## src/rtl/bnp_pkg.sv

```systemverilog
package bnp_pkg;

   localparam int BYTE_W  = 8;
   localparam int WORD_W  = 32;
   localparam int WIN_AW  = 6;    // 64-byte register window
   localparam int MAX_LEN = 65536;

   // word index = byte address / 4
   typedef enum logic [3:0] {
      REG_ID_LO  = 4'd0,
      REG_ID_HI  = 4'd1,
      REG_BUSY   = 4'd2,
      REG_RX_CNT = 4'd3,
      REG_TX_CNT = 4'd4,
      REG_INT    = 4'd5,
      REG_INFO   = 4'd6,
      REG_RX_DAT = 4'd7,
      REG_TX_DAT = 4'd8
   } bnp_reg_e;

   localparam int IRQ_TX_BIT   = 0;
   localparam int IRQ_RX_BIT   = 1;
   localparam int IRQ_TEST_BIT = 31;

endpackage

```

## src/rtl/bnp_rx_buf.sv

```systemverilog
module bnp_rx_buf #(
   parameter int DEPTH = 64,
   localparam int CW = $clog2(DEPTH + 1),
   localparam int AW = $clog2(DEPTH)
) (
   input  logic                       clk,
   input  logic                       rst_n,
   input  logic                       in_valid,
   input  logic [bnp_pkg::BYTE_W-1:0] in_data,
   input  logic                       in_last,
   output logic                       in_ready,
   input  logic                       hold,
   input  logic                       pop,
   output logic                       frame_done,
   output logic                       in_frame,
   output logic [CW-1:0]              count,
   output logic [bnp_pkg::BYTE_W-1:0] rd_byte
);
   localparam logic [CW-1:0] DEPTH_C = CW'(DEPTH);

   logic [bnp_pkg::BYTE_W-1:0] mem [DEPTH];
   logic [CW-1:0]              wr_cnt;
   logic [CW-1:0]              next_len;
   logic [AW-1:0]              rd_ptr;
   logic                       accept;
   logic                       room;

   assign in_ready   = !hold && (count == '0);
   assign accept     = in_valid && in_ready;
   assign room       = (wr_cnt < DEPTH_C);
   assign next_len   = room ? wr_cnt + CW'(1) : wr_cnt;
   assign frame_done = accept && in_last;
   assign rd_byte    = (count != '0) ? mem[rd_ptr] : '0;

   always_ff @(posedge clk) begin
      if (accept && room) begin
         mem[wr_cnt[AW-1:0]] <= in_data;
      end
   end

   always_ff @(posedge clk or negedge rst_n) begin
      if (!rst_n) begin
         wr_cnt   <= '0;
         rd_ptr   <= '0;
         count    <= '0;
         in_frame <= 1'b0;
      end else if (accept) begin
         if (in_last) begin
            count    <= next_len;
            wr_cnt   <= '0;
            rd_ptr   <= '0;
            in_frame <= 1'b0;
         end else begin
            wr_cnt   <= next_len;
            in_frame <= 1'b1;
         end
      end else if (pop && (count != '0)) begin
         count  <= count - CW'(1);
         rd_ptr <= rd_ptr + AW'(1);
      end
   end

endmodule

```

## src/rtl/bnp_tx_buf.sv

```systemverilog
module bnp_tx_buf #(
   parameter int DEPTH = 64,
   localparam int CW = $clog2(DEPTH + 1),
   localparam int AW = $clog2(DEPTH)
) (
   input  logic                       clk,
   input  logic                       rst_n,
   input  logic                       len_we,
   input  logic [bnp_pkg::WORD_W-1:0] len_wdata,
   input  logic                       dat_we,
   input  logic [bnp_pkg::BYTE_W-1:0] dat_wdata,
   output logic                       out_valid,
   output logic [bnp_pkg::BYTE_W-1:0] out_data,
   output logic                       out_last,
   input  logic                       out_ready,
   output logic                       done,
   output logic                       sending,
   output logic [CW-1:0]              len
);
   localparam logic [CW-1:0] DEPTH_C = CW'(DEPTH);

   logic [bnp_pkg::BYTE_W-1:0] mem [DEPTH];
   logic [CW-1:0]              fill;
   logic [AW-1:0]              rd_ptr;
   logic                       store;

   assign store     = !sending && !len_we && dat_we && (fill < len);
   assign out_valid = sending;
   assign out_data  = mem[rd_ptr];
   assign out_last  = sending && (CW'(rd_ptr) == len - CW'(1));
   assign done      = sending && out_ready && out_last;

   always_ff @(posedge clk) begin
      if (store) begin
         mem[fill[AW-1:0]] <= dat_wdata;
      end
   end

   always_ff @(posedge clk or negedge rst_n) begin
      if (!rst_n) begin
         len     <= '0;
         fill    <= '0;
         rd_ptr  <= '0;
         sending <= 1'b0;
      end else if (sending) begin
         if (out_ready) begin
            if (out_last) begin
               sending <= 1'b0;
               len     <= '0;
               fill    <= '0;
            end else begin
               rd_ptr <= rd_ptr + AW'(1);
            end
         end
      end else if (len_we) begin
         len  <= (len_wdata > bnp_pkg::WORD_W'(DEPTH)) ? DEPTH_C : len_wdata[CW-1:0];
         fill <= '0;
      end else if (store) begin
         fill <= fill + CW'(1);
      end else if ((len != '0) && (fill == len)) begin
         sending <= 1'b1;
         rd_ptr  <= '0;
      end
   end

endmodule

```

## src/rtl/bnp_irq.sv

```systemverilog
module bnp_irq (
   input  logic clk,
   input  logic rst_n,
   input  logic tx_set,
   input  logic rx_set,
   input  logic clr_tx,
   input  logic clr_rx,
   input  logic test_wr,
   input  logic test_val,
   input  logic test_rd,
   output logic txd,
   output logic rxa,
   output logic test,
   output logic irq
);
   assign irq = txd | rxa | test;

   always_ff @(posedge clk or negedge rst_n) begin
      if (!rst_n) begin
         txd  <= 1'b0;
         rxa  <= 1'b0;
         test <= 1'b0;
      end else begin
         txd <= tx_set | (txd & ~clr_tx);
         rxa <= rx_set | (rxa & ~clr_rx);
         if (test_wr) begin
            test <= test_val;
         end else if (test_rd) begin
            test <= 1'b0;
         end
      end
   end

endmodule

```

## src/rtl/bnp_port.sv

```systemverilog
module bnp_port #(
   parameter int          DEPTH     = 64,
   parameter logic [63:0] ID_TEXT   = 64'h424E_4554_504F_5254,
   parameter logic [31:0] INFO_WORD = 32'h0000_0007
) (
   input  logic        clk,
   input  logic        rst_n,
   input  logic        host_req,
   input  logic        host_we,
   input  logic [5:0]  host_addr,
   input  logic [31:0] host_wdata,
   output logic [31:0] host_rdata,
   output logic        irq,
   input  logic        rx_valid,
   input  logic [7:0]  rx_data,
   input  logic        rx_last,
   output logic        rx_ready,
   output logic        tx_valid,
   output logic [7:0]  tx_data,
   output logic        tx_last,
   input  logic        tx_ready
);
   import bnp_pkg::*;

   localparam int CNT_W  = $clog2(DEPTH + 1);
   localparam int ID_CH  = 8;

   if (DEPTH < 2 || DEPTH > MAX_LEN) begin : g_bad_depth
      $error("bnp_port: DEPTH must lie between 2 and MAX_LEN");
   end

   // first character of the identifier text lands in the lowest byte
   logic [63:0] id_word;
   for (genvar gi = 0; gi < ID_CH; gi++) begin : g_id
      assign id_word[gi*BYTE_W +: BYTE_W] = ID_TEXT[(ID_CH-1-gi)*BYTE_W +: BYTE_W];
   end

   bnp_reg_e reg_sel;
   logic     word_ok, rd_hit, wr_hit;

   assign reg_sel = bnp_reg_e'(host_addr[WIN_AW-1:2]);
   assign word_ok = (host_addr[1:0] == 2'b00);
   assign rd_hit  = host_req && !host_we && word_ok;
   assign wr_hit  = host_req &&  host_we && word_ok;

   logic             rx_done, rx_in_frame;
   logic [CNT_W-1:0] rx_cnt;
   logic [7:0]       rx_byte;
   logic             tx_done, tx_sending;
   logic [CNT_W-1:0] tx_len;
   logic             irq_txd, irq_rxa, irq_test;
   logic             int_wr;

   assign int_wr = wr_hit && (reg_sel == REG_INT);

   bnp_rx_buf #(.DEPTH(DEPTH)) rx_i (
      .clk        (clk),
      .rst_n      (rst_n),
      .in_valid   (rx_valid),
      .in_data    (rx_data),
      .in_last    (rx_last),
      .in_ready   (rx_ready),
      .hold       (irq_rxa),
      .pop        (rd_hit && (reg_sel == REG_RX_DAT)),
      .frame_done (rx_done),
      .in_frame   (rx_in_frame),
      .count      (rx_cnt),
      .rd_byte    (rx_byte)
   );

   bnp_tx_buf #(.DEPTH(DEPTH)) tx_i (
      .clk       (clk),
      .rst_n     (rst_n),
      .len_we    (wr_hit && (reg_sel == REG_TX_CNT)),
      .len_wdata (host_wdata),
      .dat_we    (wr_hit && (reg_sel == REG_TX_DAT)),
      .dat_wdata (host_wdata[7:0]),
      .out_valid (tx_valid),
      .out_data  (tx_data),
      .out_last  (tx_last),
      .out_ready (tx_ready),
      .done      (tx_done),
      .sending   (tx_sending),
      .len       (tx_len)
   );

   bnp_irq irq_i (
      .clk      (clk),
      .rst_n    (rst_n),
      .tx_set   (tx_done),
      .rx_set   (rx_done),
      .clr_tx   (int_wr && host_wdata[IRQ_TX_BIT]),
      .clr_rx   (int_wr && host_wdata[IRQ_RX_BIT]),
      .test_wr  (int_wr),
      .test_val (host_wdata[IRQ_TEST_BIT]),
      .test_rd  (rd_hit && (reg_sel == REG_INT)),
      .txd      (irq_txd),
      .rxa      (irq_rxa),
      .test     (irq_test),
      .irq      (irq)
   );

   always_comb begin
      host_rdata = '0;
      if (word_ok) begin
         case (reg_sel)
            REG_ID_LO:  host_rdata = id_word[31:0];
            REG_ID_HI:  host_rdata = id_word[63:32];
            REG_BUSY:   host_rdata = {31'b0, rx_in_frame | tx_sending};
            REG_RX_CNT: host_rdata = WORD_W'(rx_cnt);
            REG_TX_CNT: host_rdata = WORD_W'(tx_len);
            REG_INT:    host_rdata = {irq_test, 29'b0, irq_rxa, irq_txd};
            REG_INFO:   host_rdata = INFO_WORD;
            REG_RX_DAT: host_rdata = {24'b0, rx_byte};
            default:    host_rdata = '0;
         endcase
      end
   end

endmodule

```

## config.mk

```make
export PLATFORM = sky130hd
export DESIGN_NAME = bnp_port
export DESIGN_NICKNAME = d
export VERILOG_FILES = /design/src/rtl/bnp_pkg.sv /design/src/rtl/bnp_rx_buf.sv /design/src/rtl/bnp_tx_buf.sv /design/src/rtl/bnp_irq.sv /design/src/rtl/bnp_port.sv
export SDC_FILE = /design/constraint.sdc
export NUM_CORES = 1
export LEC_CHECK = 0
export BUFFER_PORTS_ARGS = -buffer_cell sky130_fd_sc_hd__buf_2
export CAP_MARGIN = 10
export CORE_MARGIN = 5
export CORE_UTILIZATION = 65
export DETAILED_ROUTE_END_ITERATION = 6
export MAX_ROUTING_LAYER = met4
export PLACE_DENSITY = 0.82
export SLEW_MARGIN = 30
export SYNTH_ARGS = -nofsm -noshare
export SYNTH_HDL_FRONTEND = slang
export SYNTH_SLANG_ARGS = --single-unit
```

## constraint.sdc

```tcl
create_clock -name clk -period 8.1 [get_ports clk]
set_clock_uncertainty 0.05 [all_clocks]
set_input_delay 1.62 -clock clk [delete_from_list [all_inputs] [get_ports clk]]
set_output_delay 1.62 -clock clk [all_outputs]
set_load 0.05 [all_outputs]
```

==> PnR_summary.wiki <==
{| class="wikitable"
! Metric !! Value
|-
| Run status || completed
|-
| Overflow after GRT || 0
|-
| Layout-stage area growth over the synthesis result || 10.31%
|-
| Sinks on the clock net || 1069
|-
| Transition time at the pin with the least slew margin || 0.9900 ns
|-
| Total detailed-routing wirelength || 100500 um
|-
| Largest delay contributor family on the critical path || compound AO/OA/AOI/OAI gates
|-
| Clock transition at the register clock pins on the worst setup and hold paths after CTS || 0.06 ns
|-
| #FFs+latches synth || 1069
|-
| Overall die width || 266.9 um
|-
| Total net switching power || 3268 uW
|-
| Number of max-capacitance violations reported || 0
|-
| DRC errors left || 0
|-
| Final worst hold slack || 0.4554 ns
|-
| Maximum fanout along the worst path || 14
|-
| Number of detailed-route iterations in the first pass || 7
|-
| Chain of cells forming the critical path || buf_2 -> or4b_1 -> a211oi_2 -> nand2_1 -> a211oi_1 -> a2bb2oi_1 -> o221ai_1 -> buf_2
|-
| DR WL/cell || 31.57 um
|-
| Fraction of synthesized cell area taken by the top area cell type || 71.70%
|-
| Worst path slowest cell || sky130_fd_sc_hd__or4b_1
|-
| Total track usage || 29.51%
|-
| First-pass GRT wire length || 150000 um
|-
| Synth async-reset ratio || 4.210%
|-
| Post-layout min period || 6.019 ns
|-
| Total half-perimeter wirelength after legalization and detailed placement || 59520 um
|-
| Class of the most critical hold timing path || reg2reg
|-
| Via count of the routed design || 22240
|-
| Most used cell along the critical path || sky130_fd_sc_hd__buf_2
|-
| Fraction of final layout cells with drive strength greater than 1 || 24.41%
|-
| Proportion of synthesized chip area in sequential cells || 74.33%
|-
| Final slew viol count || 0
|-
| Most frequent cells after synthesis || sky130_fd_sc_hd__edfxtp_1, sky130_fd_sc_hd__mux4_2, sky130_fd_sc_hd__nor2_1
|-
| Clock power frac || 35.6%
|-
| Number of flops mapped to enable cells by yosys || 1024
|-
| Cell leakage power || 0.01485 uW
|-
| Via count of the first global-routing pass || 22790
|-
| Total number of nets in the final design || 2305
|-
| Clock Path Buffers || 3
|-
| Die area || 71210 um2
|-
| Top post-synthesis cells by area || sky130_fd_sc_hd__edfxtp_1, sky130_fd_sc_hd__mux4_2, sky130_fd_sc_hd__dfrtp_1
|-
| Post-synth design cell area || 42880 um2
|-
| Ratio of total power to cell area || 268.6 nW/um2
|-
| Number of endpoints with negative hold slack in the final report || 0
|-
| Crit path capture type || output port
|-
| Setup repair after global routing missed its margin || no
|-
| Post-Syn Area per Cell || 20.02 um2
|-
| Total CTS buffers || 101
|-
| Level count of the clock H-tree || 3
|-
| Top flip-flop cell by instance count after synthesis || sky130_fd_sc_hd__edfxtp_1
|-
| Number of I/O port buffers || 86
|-
| Final ANT Viol Nets || 0
|-
| TritonCTS clock tree || yes
|-
| Dominant cell type by area after synthesis || sky130_fd_sc_hd__edfxtp_1
|-
| VDD IR-drop max || 0.0002791 V
|-
| Clock insertion delay at the later pin of the skew report || 0.66 ns
|-
| Final-report setup violation count || 0
|-
| Site row count || 94
|-
| Highest Clock Rate || 166.1 MHz
|-
| DR vias/cell || 6.984
|-
| Ratio of final minimum period to clock period || 74.31%
|-
| Delay of the slowest cell on the worst path || 0.60 ns
|-
| Fraction of power spent switching nets || 25.72%
|-
| Arrival time reported for the critical path endpoint || 4.35 ns
|-
| Post-detailed-placement cell area || 44100 um2
|-
| Clock root cell || sky130_fd_sc_hd__clkbuf_16
|-
| Most instantiated library cell after synthesis || sky130_fd_sc_hd__edfxtp_1
|-
| Number of buffer and inverter instances along the worst setup path || 2
|-
| Initial antenna violation count || 2
|-
| Die H || 266.9 um
|-
| Relative contribution of sequential cells to total power || 49.0%
|-
| Crit Path Category || in2out
|-
| First DRT Iteration DRCs || 3118
|-
| Largest net degree at the start of global routing || 68
|-
| Required time of the worst setup path || 6.43 ns
|-
| Relative max-transition margin || 33.76%
|-
| Total negative slack || 0 ns
|-
| Distinct cells, synth || 73
|-
| Cells resized by post-CTS repair || 0
|-
| Number of cells produced by synthesis || 2142
|-
| Setup Fix Bufs, Post-CTS || 0
|-
| Yosys Warn Count || 0
|-
| Non-Filler Cell Area, Final || 47300 um2
|-
| Internal power || 9438 uW
|-
| Core Footprint || 65630 um2
|-
| Comb power frac || 15.4%
|-
| Initial standard-cell utilization of the core || 65.34%
|-
| Final Wtd Congestion || 0.9196
|-
| Kind of launch point of the worst setup path || primary input
|-
| I/O pin total || 97
|-
| Number of hold buffers added after cts || 0
|}
## power groups by stage
stage	combinational, uW	clock (uW)	sequential [uW]
final	1960	4520	6230
after global routing	2050	4820	6240
after CTS	1960	4550	6230
after detailed placement	1930	0	6350
after global placement	1850	0	6360
after floorplan	1470	0	6210
## kinds of logic after synthesis
family	after synthesis	synth area share (%)
buf+inv	155	1.701
compound gates	197	3.326
simple gates	358	3.994
mux	331	15.88
other cells	1	0.008745
flops	1069	74.33
fa+ha+maj	15	0.4376
xor+xnor	16	0.3268
## through the flow
step                      util, %  std cells  total power, uW  worst slack [ns]
final                       72.08       3184            12710             2.081
after global routing        72.08       3184            13100             2.054
after CTS                   72.01       3182            12750             1.789
after detailed placement    67.20       2997             8275             1.810
after global placement      67.09       2995             8210             1.983
after floorplan                 -       2151             7680             1.926
## cell type report
class	count	area, um2
inverters	21	78.83
flip-flops and latches	1069	31890
well taps	864	1081
repair buffers	117	758.2
multi-input cells	927	10340
clock buffers	124	2655
clock inverters	61	499.2
diodes	1	2.502
fillers	3658	18320
## tightest hold or removal path, cell delays in order, from the launching register on
cell and delay, ns:
sky130_fd_sc_hd__dfrtp_1 0.36, sky130_fd_sc_hd__nand2_1 0.05, sky130_fd_sc_hd__o21ai_0 0.06
## worst paths after layout
kind | start | endpoint | slack, ns | depth (start not counted)
setup / recovery | host_addr[4] | host_rdata[0] | 2.08 | 8
hold / removal | irq_i.test | irq_i.test | 0.46 | 2
setup reg to reg | rx_i.count[0] | rx_i.mem[62][4] | 4.02 | 8
hold reg to reg | irq_i.test | irq_i.test | 0.46 | 2
max in group asynchronous | rst_n | rx_i.rd_ptr[1] | 6.58 | 1
min in group asynchronous | rst_n | tx_i.fill[4] | 0.91 | 1
## layer usage
layer	up-vias	routed length, um	GRT usage, %
met1	11470	34990	38.71
met4	0	4169	10.35
met5	-	0	-
met2	1494	51350	48.00
met3	283	9998	5.144
li1	8994	-	-
## registers in the layout, indices dropped and copies added, names as in the netlist
| register | cells |
|---|---|
| irq_i.rxa | 1 |
| irq_i.test | 1 |
| irq_i.txd | 1 |
| rx_i.count | 7 |
| rx_i.in_frame | 1 |
| rx_i.mem | 512 |
| rx_i.rd_ptr | 6 |
| rx_i.wr_cnt | 7 |
| tx_i.fill | 7 |
| tx_i.len | 7 |
| tx_i.mem | 512 |
| tx_i.out_valid | 1 |
| tx_i.rd_ptr | 6 |
## cell usage in the layout, fill, tap and decap left out, types with 8 or more instances in the layout
master	instances
sky130_fd_sc_hd__edfxtp_1	1024
sky130_fd_sc_hd__mux4_2	279
sky130_fd_sc_hd__nor2_1	154
sky130_fd_sc_hd__clkbuf_16	102
sky130_fd_sc_hd__buf_2	79
sky130_fd_sc_hd__nand2_1	66
sky130_fd_sc_hd__a22oi_1	56
sky130_fd_sc_hd__mux2i_1	49
sky130_fd_sc_hd__dfrtp_1	39
sky130_fd_sc_hd__a21oi_1	37
sky130_fd_sc_hd__nand3_1	36
sky130_fd_sc_hd__buf_4	33
sky130_fd_sc_hd__nor2b_1	23
sky130_fd_sc_hd__o21ai_0	22
sky130_fd_sc_hd__inv_1	21
sky130_fd_sc_hd__clkinv_1	21
sky130_fd_sc_hd__clkbuf_1	20
sky130_fd_sc_hd__clkinv_2	20
sky130_fd_sc_hd__ha_1	15
sky130_fd_sc_hd__nor3_1	12
sky130_fd_sc_hd__a31oi_1	10
sky130_fd_sc_hd__conb_1	10
sky130_fd_sc_hd__nand3b_1	9
sky130_fd_sc_hd__xnor2_1	9
sky130_fd_sc_hd__nor4_1	9
sky130_fd_sc_hd__o31ai_1	9
sky130_fd_sc_hd__or3_1	8
(Power assumes the default switching activity.)
